$ cat config.mk
export PLATFORM = sky130hd
export DESIGN_NAME = chan_tune_seq
export DESIGN_NICKNAME = d
export VERILOG_FILES = /design/src/rtl/chan_tune_pkg.sv /design/src/rtl/chan_tune_tables.sv /design/src/rtl/chan_tune_ctrl.sv /design/src/rtl/chan_tune_seq.sv
export SDC_FILE = /design/constraint.sdc
export NUM_CORES = 1
export LEC_CHECK = 0
export ABC_AREA = 1
export BUFFER_PORTS_ARGS = -buffer_cell sky130_fd_sc_hd__buf_2
export CORE_MARGIN = 5
export CORE_UTILIZATION = 40
export CTS_CLUSTER_SIZE = 14
export DETAILED_ROUTE_END_ITERATION = 12
export PLACE_DENSITY = 0.61
export SETUP_SLACK_MARGIN = 0.2
export SLEW_MARGIN = 20
export SYNTH_ARGS = -nofsm -noshare
export SYNTH_HDL_FRONTEND = slang
export SYNTH_HIERARCHICAL = 1
export SYNTH_SLANG_ARGS = --single-unit
$ cat constraint.sdc
create_clock -name clk -period 3.8 [get_ports clk]
set_clock_uncertainty 0.05 [all_clocks]
set_input_delay 0.19 -clock clk [delete_from_list [all_inputs] [get_ports clk]]
set_output_delay 0.19 -clock clk [all_outputs]
set_load 0.005 [all_outputs]
$ cat src/rtl/chan_tune_pkg.sv
package chan_tune_pkg;
  localparam int CHAN_W      = 4;
  localparam int VSEL_W      = 4;
  localparam int ADDR_W      = 4;
  localparam int DATA_W      = 20;
  localparam int NUM_CHAN    = 14;
  localparam int NUM_VCO_TAB = 11;
  localparam int NUM_GAIN    = 19;
  localparam int STEP_W      = 3;

  typedef enum logic [STEP_W-1:0] {
    ST_SYN    = 3'd0,
    ST_DIV    = 3'd1,
    ST_VCO    = 3'd2,
    ST_M_IDLE = 3'd3,
    ST_M_CAL  = 3'd4,
    ST_M_RUN  = 3'd5,
    ST_M_RSSI = 3'd6,
    ST_GAIN   = 3'd7
  } step_e;

  typedef struct packed {
    logic [ADDR_W-1:0] addr;
    logic [DATA_W-1:0] data;
  } rf_cmd_t;

  localparam logic [DATA_W-1:0] VCO_RSV       = 20'h40000;
  localparam logic [15:0]       AUTOCAL_VCO   = 16'h6662;
  localparam logic [DATA_W-1:0] AUTOCAL_SYN   = 20'h06800;
  localparam logic [DATA_W-1:0] MODE_IDLE     = 20'h25f98;
  localparam logic [DATA_W-1:0] MODE_CAL      = 20'h25f9a;
  localparam logic [DATA_W-1:0] MODE_RUN      = 20'h25f94;
  localparam logic [DATA_W-1:0] MODE_RSSI_OFF = 20'h27fd4;
endpackage

$ cat src/rtl/chan_tune_tables.sv
module chan_tune_tables
  import chan_tune_pkg::*;
#(
  parameter int GAIN_W = 8
) (
  input  logic [CHAN_W-1:0] chan,
  input  logic [VSEL_W-1:0] vsel,
  input  logic              autocal,
  input  logic [GAIN_W-1:0] gidx,
  output logic [DATA_W-1:0] synth_word,
  output logic [DATA_W-1:0] div_word,
  output logic [DATA_W-1:0] vco_word,
  output logic [DATA_W-1:0] gain_word,
  output logic              gain_ok
);
  logic [CHAN_W-1:0] cm1;
  logic [2:0]        pair;
  logic [4:0]        sidx;
  logic [7:0]        std_syn;
  logic [7:0]        vlo;
  logic [7:0]        vhi;

  assign cm1  = chan - 4'd1;
  assign pair = cm1[3:1];
  // Neighbouring tables are the same low-byte series shifted by one band
  // for every two channel pairs, so one 14-entry series covers all 11 tables.
  assign sidx = {1'b0, vsel} + 5'd3 - {3'b000, pair[2:1]};

  always_comb begin
    case (chan)
      4'd1, 4'd2:                std_syn = 8'h47;
      4'd3, 4'd4, 4'd5, 4'd6:    std_syn = 8'h67;
      4'd7, 4'd8, 4'd9, 4'd10:   std_syn = 8'h57;
      4'd11, 4'd12, 4'd13:       std_syn = 8'h77;
      default:                   std_syn = 8'h4f;
    endcase
  end

  assign synth_word = autocal ? (AUTOCAL_SYN | {12'h000, std_syn})
                              : {12'h000, std_syn};

  always_comb begin
    if (chan == 4'(NUM_CHAN)) div_word = 20'h00ccc;
    else begin
      case (cm1[1:0])
        2'd0:    div_word = 20'h00999;
        2'd1:    div_word = 20'h0099b;
        2'd2:    div_word = 20'h00998;
        default: div_word = 20'h0099a;
      endcase
    end
  end

  always_comb begin
    case (sidx)
      5'd0:    vlo = 8'h65;
      5'd1:    vlo = 8'h55;
      5'd2:    vlo = 8'h75;
      5'd3:    vlo = 8'h4d;
      5'd4:    vlo = 8'h6d;
      5'd5:    vlo = 8'h5d;
      5'd6:    vlo = 8'h7d;
      5'd7:    vlo = 8'h43;
      5'd8:    vlo = 8'h63;
      5'd9:    vlo = 8'h53;
      5'd10:   vlo = 8'h73;
      5'd11:   vlo = 8'h4b;
      5'd12:   vlo = 8'h6b;
      default: vlo = 8'h5b;
    endcase
    case (pair)
      3'd1:       vhi = 8'h60;
      3'd3, 3'd5: vhi = 8'h64;
      default:    vhi = 8'h66;
    endcase
  end

  assign vco_word = VCO_RSV | {4'h0, (autocal ? AUTOCAL_VCO : {vhi, vlo})};

  assign gain_ok = (gidx < GAIN_W'(NUM_GAIN));

  always_comb begin
    case (gidx[4:0])
      5'h00: gain_word = 20'h0e313;
      5'h01: gain_word = 20'h0fb13;
      5'h02: gain_word = 20'h0e093;
      5'h03: gain_word = 20'h0f893;
      5'h04: gain_word = 20'h0ea93;
      5'h05: gain_word = 20'h1f093;
      5'h06: gain_word = 20'h1f493;
      5'h07: gain_word = 20'h1f693;
      5'h08: gain_word = 20'h1f393;
      5'h09: gain_word = 20'h1f35b;
      5'h0a: gain_word = 20'h1e6db;
      5'h0b: gain_word = 20'h1ff3f;
      5'h0c: gain_word = 20'h1ffff;
      5'h0d: gain_word = 20'h361d7;
      5'h0e: gain_word = 20'h37fbf;
      5'h0f: gain_word = 20'h3ff8b;
      5'h10: gain_word = 20'h3ff33;
      5'h11: gain_word = 20'h3fb3f;
      default: gain_word = 20'h3ffff;
    endcase
  end
endmodule

$ cat src/rtl/chan_tune_ctrl.sv
module chan_tune_ctrl
  import chan_tune_pkg::*;
(
  input  logic  clk,
  input  logic  rst_n,
  input  logic  start,
  input  logic  req_bad,
  input  logic  gain_ok,
  input  logic  cmd_ready,
  output logic  load,
  output logic  busy,
  output logic  cmd_valid,
  output step_e step,
  output logic  done,
  output logic  err
);
  logic busy_q, done_q, err_q, last;
  step_e step_q;

  assign load = !busy_q && start && !req_bad;
  assign last = (step_q == ST_GAIN) || (step_q == ST_M_RSSI && !gain_ok);

  always_ff @(posedge clk or negedge rst_n) begin
    if (!rst_n) begin
      busy_q <= 1'b0;
      step_q <= ST_SYN;
      done_q <= 1'b0;
      err_q  <= 1'b0;
    end else begin
      done_q <= 1'b0;
      err_q  <= 1'b0;
      if (!busy_q) begin
        if (start) begin
          if (req_bad) err_q <= 1'b1;
          else begin
            busy_q <= 1'b1;
            step_q <= ST_SYN;
          end
        end
      end else if (cmd_ready) begin
        if (last) begin
          busy_q <= 1'b0;
          done_q <= 1'b1;
        end else begin
          step_q <= step_e'(step_q + 3'd1);
        end
      end
    end
  end

  assign busy      = busy_q;
  assign cmd_valid = busy_q;
  assign step      = step_q;
  assign done      = done_q;
  assign err       = err_q;
endmodule

$ cat src/rtl/chan_tune_seq.sv
module chan_tune_seq
  import chan_tune_pkg::*;
#(
  parameter int GAIN_W = 8
) (
  input  logic                 clk,
  input  logic                 rst_n,
  input  logic                 start,
  input  logic [CHAN_W-1:0]    chan_in,
  input  logic [VSEL_W-1:0]    vco_sel,
  input  logic                 autocal,
  input  logic [GAIN_W-1:0]    gain_idx,
  output logic                 busy,
  output logic                 err,
  output logic                 done,
  output logic                 cmd_valid,
  input  logic                 cmd_ready,
  output logic [ADDR_W-1:0]    cmd_addr,
  output logic [DATA_W-1:0]    cmd_data
);
  logic [CHAN_W-1:0] chan_q;
  logic [VSEL_W-1:0] vsel_q;
  logic              ac_q;
  logic [GAIN_W-1:0] gidx_q;
  logic              req_bad, load, gain_ok;
  logic [DATA_W-1:0] synth_w, div_w, vco_w, gain_w;
  step_e             step;
  rf_cmd_t           cmd;

  assign req_bad = (chan_in == '0) || (chan_in > CHAN_W'(NUM_CHAN)) ||
                   (!autocal && (vco_sel >= VSEL_W'(NUM_VCO_TAB)));

  always_ff @(posedge clk or negedge rst_n) begin
    if (!rst_n) begin
      chan_q <= 4'd1;
      vsel_q <= '0;
      ac_q   <= 1'b0;
      gidx_q <= '0;
    end else if (load) begin
      chan_q <= chan_in;
      vsel_q <= vco_sel;
      ac_q   <= autocal;
      gidx_q <= gain_idx;
    end
  end

  chan_tune_tables #(.GAIN_W(GAIN_W)) u_tables (
    .chan       (chan_q),
    .vsel       (vsel_q),
    .autocal    (ac_q),
    .gidx       (gidx_q),
    .synth_word (synth_w),
    .div_word   (div_w),
    .vco_word   (vco_w),
    .gain_word  (gain_w),
    .gain_ok    (gain_ok)
  );

  chan_tune_ctrl u_ctrl (
    .clk       (clk),
    .rst_n     (rst_n),
    .start     (start),
    .req_bad   (req_bad),
    .gain_ok   (gain_ok),
    .cmd_ready (cmd_ready),
    .load      (load),
    .busy      (busy),
    .cmd_valid (cmd_valid),
    .step      (step),
    .done      (done),
    .err       (err)
  );

  always_comb begin
    case (step)
      ST_SYN:    cmd = '{addr: 4'd1, data: synth_w};
      ST_DIV:    cmd = '{addr: 4'd2, data: div_w};
      ST_VCO:    cmd = '{addr: 4'd3, data: vco_w};
      ST_M_IDLE: cmd = '{addr: 4'd0, data: MODE_IDLE};
      ST_M_CAL:  cmd = '{addr: 4'd0, data: MODE_CAL};
      ST_M_RUN:  cmd = '{addr: 4'd0, data: MODE_RUN};
      ST_M_RSSI: cmd = '{addr: 4'd0, data: MODE_RSSI_OFF};
      default:   cmd = '{addr: 4'd7, data: gain_w};
    endcase
  end

  assign cmd_addr = cmd.addr;
  assign cmd_data = cmd.data;
endmodule

==> results.sh, run 1 <==
export IMPL_die_area_sq_um=9590
export IMPL_p_leak_uw=0.00166
export IMPL_gp_congestion=0.889
export IMPL_via_count=2626
export IMPL_first_iter_violations=107
export IMPL_busiest_layer="met2"
export IMPL_arrival_ps=3070
export IMPL_rows=32
export IMPL_io_pins=49
export IMPL_die_h_microns=97.9
export IMPL_p_clk_share_pct=5.2
export IMPL_grtUsageTotal_pct=13.9
export IMPL_yosysTopAreaCellShare_pct=17.8
export IMPL_wl_per_cell_microns=11.5
export IMPL_synthToLayoutAreaGrowth_pct=2.27
export IMPL_antenna_left=0
export IMPL_report_final_slew_viol_count=0
export IMPL_yosysSeqAreaShare_pct=18.7
export IMPL_viasPerCell=4.58
export IMPL_vdd_drop_max_v=0.000340
export IMPL_end_kind="output pin"
export IMPL_met1_usage_pct=19.0
export IMPL_grt_use_met2_pct=23.9
export IMPL_cts_root_buffer="clkbuf_8"
export IMPL_async_flop_share_pct=100
export IMPL_dp_hpwl_mm=5.30
export IMPL_p_sw_share_pct=55.0
export IMPL_yosysTopAreaCell="dfrtp_1"
export IMPL_hp_start="gain_idx[7]"
export IMPL_switching_power_uw=1580
export IMPL_cts_tree="yes"
export IMPL_synth_edf_count=0
export IMPL_register_area_sq_um=577
export IMPL_n_fill_cell=846
export IMPL_setup_viol=0
export IMPL_power_uw=2880
export IMPL_cp_startpoint="chan_q[0]"
export IMPL_synthTopCellsByCount="96 x nand2_1, 55 x buf_4, 42 x nand3_1, 41 x inv_1, 40 x nor2_1"
export IMPL_synthDistinctLibCells=43
export IMPL_grt_pass1_vias=2465
export IMPL_die_w_microns=97.9
export IMPL_synth_most_common_cell="nand2_1"
export IMPL_yosys_register_bits=23
export IMPL_cts_sinks=23
export IMPL_synth_avg_cell_area_sq_um=6.98
export IMPL_worstMarginPinSlew_ps=1020
export IMPL_cpMostUsedCell="nand2_1"
export IMPL_grt_pass1_wl_mm=11.4
export IMPL_p_per_area_nw_per_um2=910
export IMPL_clock_latency_ps=270
export IMPL_reg2reg_from="u_ctrl/step[0]"
export IMPL_port_buffers=46
export IMPL_rsz0062_at_grt="false"
export IMPL_combinationalPowerShare_pct=72.6
export IMPL_worstPathMaxFanout=5
export IMPL_max_slew_margin_pct=32.1
export IMPL_drc=0
export IMPL_slowest_stage="dfstp_2"
export IMPL_outcome="finished clean"
export IMPL_intPower_uw=1300
export IMPL_synth_area_leaders="dfrtp_1 18%, buf_4 13%, nand2_1 12%"
export IMPL_syn_cell_area_sq_um=3090
export IMPL_drtPass1Iterations=4
export IMPL_diodes=0
export IMPL_clock_path_buffers=2
export IMPL_htree_levels=1
export IMPL_fin_tns_setup_ps=0
export IMPL_antenna_found_initial=0
export IMPL_hold_path_class="input port to flop"
export IMPL_final_nets=512
export IMPL_cp_data_required_time_ps=3560
export IMPL_period_minus_slack_ps=3310
export IMPL_final_layout_size_suffix_gt1_share_pct=21.7
export IMPL_syn_inst=443
export IMPL_maxCapViolCount=0
export IMPL_max_freq_ghz=0.302
export IMPL_core_region_area_sq_um=7610
export IMPL_synth_warnings=6
export IMPL_overflow=0
export IMPL_initial_core_util_pct=40.6
export IMPL_post_cts_buffers=0
export IMPL_grt_util_met3_pct=1.07
export IMPL_worstSetupStartpointType="flop"
export IMPL_max_stage_delay_ps=570
export IMPL_path_clk_slew_ps=80
export IMPL_hold_viol_final=0
export IMPL_critPathKind="flop to output pin"
export IMPL_cts_buffers=3
export IMPL_critical_path_cell_chain="inv_2 -> ha_2 -> xnor2_2 -> ha_1 -> ha_1 -> inv_1 -> fa_1 -> nand2_1 -> nand2_1 -> nor4_1 -> nand3_1 -> nand2_1 -> nor2_1 -> nor2_1 -> buf_2"
export IMPL_seq_power_share_pct=22.2
export IMPL_synth_flop_cell="dfrtp_1"
export IMPL_multiInputGateArea_sq_um=1960
export IMPL_fin_crit_sh_pct=87.2
export IMPL_routed_wl_mm=6.62
export IMPL_grt_max_degree=24
==> power by group through the flow <==
stage | sequential [uW] | clock (uW) | combinational (uW)
finish | 640 | 150 | 2090
global route | 676 | 167 | 2400
CTS | 637 | 158 | 2100
detailed placement | 642 | 0 | 2090
global placement | 636 | 0 | 2060
floorplan | 488 | 0 | 1770
==> path summary, 6_finish.rpt <==
kind,slack (ps),to,depth (start not counted)
max reg2reg,1820,u_ctrl/step[0],6
min in group asynchronous,360,gidx_q[4],2
min reg2reg,460,gidx_q[5],1
max in group asynchronous,2980,chan_q[0],2
min,100,gidx_q[7],2
max,490,cmd_data[2],15
==> critical path: cells and delay by family, from the launching register on <==
kind	cells	cell delay [ps]
DFF	1	570
buffers and inverters	3	250
and+or+nand+nor	7	880
xor gates and xnor gates	1	180
adders and majority gates	4	930
==> cell type report <==
| class | count | area share (%) |
|---|---|---|
| clock inverter | 1 | 0.158 |
| multi-input combinational | 343 | 61.9 |
| clock buffer | 3 | 1.31 |
| timing repair buffer | 48 | 7.84 |
| tap | 102 | 4.04 |
| inverter | 53 | 6.57 |
| sequential | 23 | 18.2 |
==> layout by cell type, fill, tap and decap left out, drive strengths merged, types with 10 or more instances in the layout <==
| cell | instances |
|---|---|
| buf | 47 |
| nand3 | 45 |
| nand4 | 21 |
| inv | 52 |
| o21ai | 21 |
| mux2 | 17 |
| nand2 | 100 |
| dfrtp | 22 |
| a21oi | 10 |
| conb | 46 |
| ha | 18 |
| nor2 | 47 |
==> cells by family after synthesis <==
logic type	after synthesis	synth area share, %
other cells	3	0.364
xor+xnor	3	0.850
mux	17	6.19
simple gates	216	34.0
fa+ha+maj	19	7.93
buf+inv	120	23.6
flops	23	18.7
compound gates	42	8.38
==> per-layer routing <==
layer | up-vias | part of all wire (%)
met3 | 4 | 3.3
li1 | 1399 | -
met4 | 0 | 0.63
met2 | 49 | 48
met1 | 1174 | 48
met5 | - | 0
==> sequential cells by signal, summed over array words and instances, names as in the netlist <==
register and cells:
gidx_q 8, chan_q 4, vsel_q 4, u_ctrl/step 3
ac_q 1, u_ctrl/busy 1, u_ctrl/done 1, u_ctrl/err 1
==> per-stage QoR <==
stage                     util (%)  setup slack [ps]  cells  cell area [sq um]  hold WS [ps]
final                         41.6               487    573               3160          99.6
after global routing          41.6               186    573               3160          95.3
after CTS                     41.4               388    573               3150          90.8
after detailed placement      40.7               686    568               3100           146
after global placement        40.7               752    568               3100           141
after floorplan                  -              1030    486               3250          -156
==> repair_timing <==
action | in CTS | in global routing
endpoints found under the hold margin | 22 | 0
hold buffers | 1 | 0
setup endpoints to repair | 0 | 3
resized for setup | 0 | 3
(Power assumes the default switching activity.)
==> run 2, diff against run 1 <==
Settings changed: CORE_UTILIZATION 40 to 32, CTS_BUF_LIST set to sky130_fd_sc_hd__clkbuf_16, PLACE_DENSITY 0.61 to 0.51.
==> results.sh, run 2 (same netlist as run 1, synthesis figures left out) <==
export IMPL_grt_pass1_wl_mm=11.9
export IMPL_p_leak_uw=0.00167
export IMPL_drc=0
export IMPL_port_buffers=46
export IMPL_max_stage_delay_ps=560
export IMPL_hold_path_class="input port to flop"
export IMPL_final_layout_size_suffix_gt1_share_pct=21.2
export IMPL_largest_reg_flops=8
export IMPL_io_pins=49
export IMPL_routed_wl_mm=7.00
export IMPL_slowest_stage="dfstp_2"
export IMPL_wl_per_cell_microns=11.7
export IMPL_diodes=0
export IMPL_maxCapViolCount=0
export IMPL_holdWs_ps=116
export IMPL_gp_congestion=0.846
export IMPL_post_cts_buffers=0
export IMPL_die_area_sq_um=11700
export IMPL_crit_family="adder cells"
export IMPL_synthToLayoutAreaGrowth_pct=4.37
export IMPL_clock_latency_ps=250
export IMPL_clock_path_buffers=2
export IMPL_worstPathMaxFanout=5
export IMPL_report_final_slew_viol_count=0
export IMPL_setup_viol=0
export IMPL_top_register="gidx_q"
export IMPL_outcome="finished clean"
export IMPL_overflow=0
export IMPL_seq_power_share_pct=21.4
export IMPL_dp_hpwl_mm=5.60
export IMPL_p_sw_share_pct=54.2
export IMPL_cp_data_required_time_ps=3560
export IMPL_initial_core_util_pct=33.1
export IMPL_path_clk_slew_ps=60
export IMPL_cts_tree="yes"
export IMPL_vdd_drop_max_v=0.000338
export IMPL_rows=35
export IMPL_drtPass1Iterations=4
export IMPL_core_region_area_sq_um=9330
export IMPL_hold_viol_final=0
export IMPL_cp_num_buf_inv=3
export IMPL_die_h_microns=108
export IMPL_die_w_microns=108
export IMPL_n_fill_cell=1035
export IMPL_worstSetupStartpointType="flop"
export IMPL_grt_max_degree=24
export IMPL_critPathKind="flop to output pin"
export IMPL_p_per_area_nw_per_um2=922
export IMPL_fin_tns_setup_ps=0
export IMPL_max_freq_ghz=0.298
export IMPL_layout_commonest_cell="nand2_1"
export IMPL_grt_pass1_vias=2542
export IMPL_cts_sinks=23
export IMPL_grtUsageTotal_pct=12.4
export IMPL_final_cell_mix="96 x nand2_1, 46 x conb_1, 46 x buf_2"
export IMPL_final_nets=512
export IMPL_top_regs="gidx_q (8), chan_q (4), vsel_q (4)"
export IMPL_arrival_ps=3110
export IMPL_htree_levels=1
export IMPL_combinationalPowerShare_pct=71.0
export IMPL_utilization_pct=34.6
export IMPL_antenna_left=0
export IMPL_worstMarginPinSlew_ps=1040
export IMPL_first_iter_violations=150
export IMPL_viasPerCell=4.39
export IMPL_place_ws_ps=631
export IMPL_period_minus_slack_ps=3350
export IMPL_cts_root_buffer="clkbuf_16"
export IMPL_cts_buffers=3
export IMPL_end_kind="output pin"
export IMPL_via_count=2631
export IMPL_p_clk_share_pct=7.6
export IMPL_switching_power_uw=1610
export IMPL_max_slew_margin_pct=31.0
export IMPL_intPower_uw=1360
export IMPL_worst_slack_ps=447
export IMPL_rsz0062_at_grt="false"
export IMPL_critical_path_cell_chain="inv_1 -> ha_1 -> xnor2_2 -> ha_1 -> ha_1 -> inv_1 -> fa_1 -> nor2_1 -> nand3_1 -> o21ai_0 -> a21oi_1 -> nand3_1 -> nand2_1 -> nor2_1 -> nand3_1 -> buf_2"
export IMPL_fin_crit_sh_pct=88.2
export IMPL_power_uw=2970
export IMPL_antenna_found_initial=0
-- run 2: path summary, 6_finish.rpt --
check	slack, ps	start	end	cells past startpoint
max in group asynchronous	2950	rst_n	chan_q[0]	2
min in group asynchronous	390	rst_n	u_ctrl/busy	2
worst max-delay path	450	chan_q[0]	cmd_data[3]	16
worst min-delay path	120	gain_idx[6]	gidx_q[6]	2
worst max register to register	1830	u_ctrl/step[0]	u_ctrl/step[0]	6
worst min register to register	460	gidx_q[7]	gidx_q[7]	1
-- run 2: final cells by class --
class / instances / area, sq um / share of cell area (%)
multi-input combinational: 343 / 1950 / 60.5
sequential: 23 / 577 / 17.9
tap: 129 / 161 / 5.00
inverter: 53 / 208 / 6.44
timing repair buffer: 48 / 248 / 7.68
clock inverter: 1 / 5.00 / 0.155
clock buffer: 3 / 75.1 / 2.33
-- run 2: per-stage QoR --
stage / instances / area, sq um
finish: 600 / 3230
global route: 600 / 3230
CTS: 600 / 3220
detailed placement: 595 / 3130
global placement: 595 / 3130
floorplan: 486 / 3250
-- run 2: repair_timing --
| action | in CTS | in global routing |
|---|---|---|
| gates resized for setup | 0 | 1 |
| hold buffers | 1 | 0 |
| setup endpoints to repair | 0 | 3 |
| hold endpoints to repair | 22 | 0 |
-- run 2: layer usage --
metal  share of wire, %  track usage (%)  wire length, microns
met3                4.1             1.49                   284
met2                 45             20.0                  3130
met4                1.6             3.25                   110
met5                  0                0                     0
met1                 50             17.4                  3480
-- run 2: power groups by stage --
stage	sequential, uW	combinational, uW	clock [uW]
2_1_floorplan	488	1770	0
3_3_place_gp	635	2110	0
3_5_place_dp	638	2120	0
4_1_cts	634	2130	229
5_1_grt	668	2440	245
6_report	635	2110	227
==> run 3, diff against run 2 <==
Settings changed: CTS_BUF_LIST sky130_fd_sc_hd__clkbuf_16 to sky130_fd_sc_hd__clkbuf_4.
==> results.sh, run 3 (same netlist as run 1, synthesis figures left out) <==
export IMPL_outcome="finished clean"
export IMPL_grt_pass1_wl_mm=11.9
export IMPL_cpMostUsedCell="nand2_1"
export IMPL_final_cell_mix="96 x nand2_1, 46 x conb_1, 46 x buf_2"
export IMPL_top_regs="gidx_q (8), chan_q (4), vsel_q (4)"
export IMPL_slowest_stage="fa_2"
export IMPL_layout_commonest_cell="nand2_1"
export IMPL_wl_per_cell_microns=11.6
export IMPL_p_per_area_nw_per_um2=908
export IMPL_place_ws_ps=631
export IMPL_path_clk_slew_ps=130
export IMPL_routed_wl_mm=6.99
export IMPL_die_w_microns=108
export IMPL_antenna_left=0
export IMPL_vdd_drop_max_v=0.000346
export IMPL_drc=0
export IMPL_cts_buffers=3
export IMPL_die_area_sq_um=11700
export IMPL_rsz0062_at_grt="false"
export IMPL_hold_path_class="input port to flop"
export IMPL_overflow=0
export IMPL_clock_path_buffers=2
export IMPL_diodes=0
export IMPL_cts_tree="yes"
export IMPL_report_final_slew_viol_count=0
export IMPL_max_stage_delay_ps=560
export IMPL_first_iter_violations=117
export IMPL_final_layout_size_suffix_gt1_share_pct=22.5
export IMPL_viasPerCell=4.41
export IMPL_critical_path_cell_chain="inv_1 -> ha_2 -> xnor2_2 -> ha_1 -> ha_1 -> inv_1 -> fa_2 -> inv_2 -> nand2_1 -> nand2_1 -> nand2_1 -> nand2_1 -> a21oi_1 -> nand3_1 -> nand2_1 -> nor2_1 -> nand3_1 -> buf_2"
export IMPL_finalNonFillerCells=601
export IMPL_worstMarginPinSlew_ps=1040
export IMPL_drtPass1Iterations=4
export IMPL_place_area_sq_um=3130
export IMPL_cts_root_buffer="clkbuf_4"
export IMPL_initial_core_util_pct=33.1
export IMPL_max_slew_margin_pct=30.9
export IMPL_period_minus_slack_ps=3350
export IMPL_clock_latency_ps=310
export IMPL_core_region_area_sq_um=9330
export IMPL_cp_startpoint="chan_q[0]"
export IMPL_reg2reg_from="u_ctrl/step[0]"
export IMPL_critPathKind="flop to output pin"
export IMPL_n_fill_cell=1036
export IMPL_port_buffers=46
export IMPL_gp_congestion=0.846
export IMPL_register_area_sq_um=578
export IMPL_final_nets=513
export IMPL_multiInputGateArea_sq_um=1960
export IMPL_hp_start="start"
export IMPL_p_leak_uw=0.00165
export IMPL_worstPathMaxFanout=5
export IMPL_synthToLayoutAreaGrowth_pct=3.20
export IMPL_fin_tns_setup_ps=0
export IMPL_via_count=2651
export IMPL_setup_viol=0
export IMPL_final_area_sq_um=3190
export IMPL_die_h_microns=108
export IMPL_end_kind="output pin"
export IMPL_top_register="gidx_q"
export IMPL_dp_hpwl_mm=5.60
export IMPL_largest_reg_flops=8
export IMPL_rows=35
export IMPL_max_freq_ghz=0.299
export IMPL_hold_viol_final=0
export IMPL_worstSetupStartpointType="flop"
export IMPL_fin_crit_sh_pct=88.0
export IMPL_htree_levels=1
export IMPL_holdWs_ps=44.0
export IMPL_worst_slack_ps=455
export IMPL_arrival_ps=3110
export IMPL_maxCapViolCount=0
export IMPL_io_pins=49
export IMPL_grtUsageTotal_pct=12.3
export IMPL_dp_cells=595
export IMPL_cp_data_required_time_ps=3560
export IMPL_grt_pass1_vias=2526
export IMPL_antenna_found_initial=0
export IMPL_grt_max_degree=24
export IMPL_cts_sinks=23
==> run 3: changes by cell type in the layout (fill, tap and decap cells not counted), sizes merged <==
cell	previous run	this run
buf	47	48
==> run 3: power breakdown <==
part	total, uW	switching (uW)	leakage [uW]	internal, uW
clock network	117	77.8	0.0000177	39.4
registers	630	272	0.000279	358
logic	2150	1270	0.00136	882
==> run 3: routing by layer <==
| layer | vias up | share of wire [%] | track usage (%) |
|---|---|---|---|
| li1 | 1400 | - | - |
| met1 | 1185 | 49 | 17.3 |
| met2 | 56 | 44 | 19.8 |
| met3 | 10 | 5.0 | 1.49 |
| met4 | 0 | 1.8 | 3.79 |
| met5 | - | 0 | 0 |
==> run 3: metrics by stage <==
step / utilization (%) / power (uW)
after CTS: 34.0 / 2880
after global placement: 33.5 / 2740
final: 34.2 / 2900
after floorplan: - / 2260
after global routing: 34.2 / 3270
after detailed placement: 33.5 / 2760
==> run 3: timing repair <==
action                     CTS  global route
buffers inserted             0             1
hold buffers                 1             0
gates resized for setup      0             7
setup endpoints to repair    0             5
hold endpoints to repair    22             0
==> run 3: path summary, 6_finish.rpt <==
kind / to / slack [ps] / cells past startpoint
max in group asynchronous: chan_q[1] / 3010 / 2
hold / removal: u_ctrl/err / 40 / 3
setup reg to reg: u_ctrl/step[0] / 1810 / 6
hold reg to reg: gidx_q[7] / 480 / 1
min in group asynchronous: gidx_q[0] / 310 / 2
setup / recovery: cmd_data[4] / 450 / 18
==> run 3: final cells by class <==
class / instances / share of cell area (%)
multi-input combinational: 343 / 61.5
tap: 129 / 5.06
clock buffer: 3 / 0.706
timing repair buffer: 49 / 8.00
sequential: 23 / 18.1
clock inverter: 1 / 0.157
inverter: 53 / 6.51
==> run 3: worst max-delay path, delay by kind of cell, from the launching register on <==
family,cells,cell delay [ps]
DFF,1,550
and+or+nand+nor,8,500
AOI/OAI and AO/OA,1,120
buffers and inverters,4,330
xor gates and xnor gates,1,170
adders and majority gates,4,1100
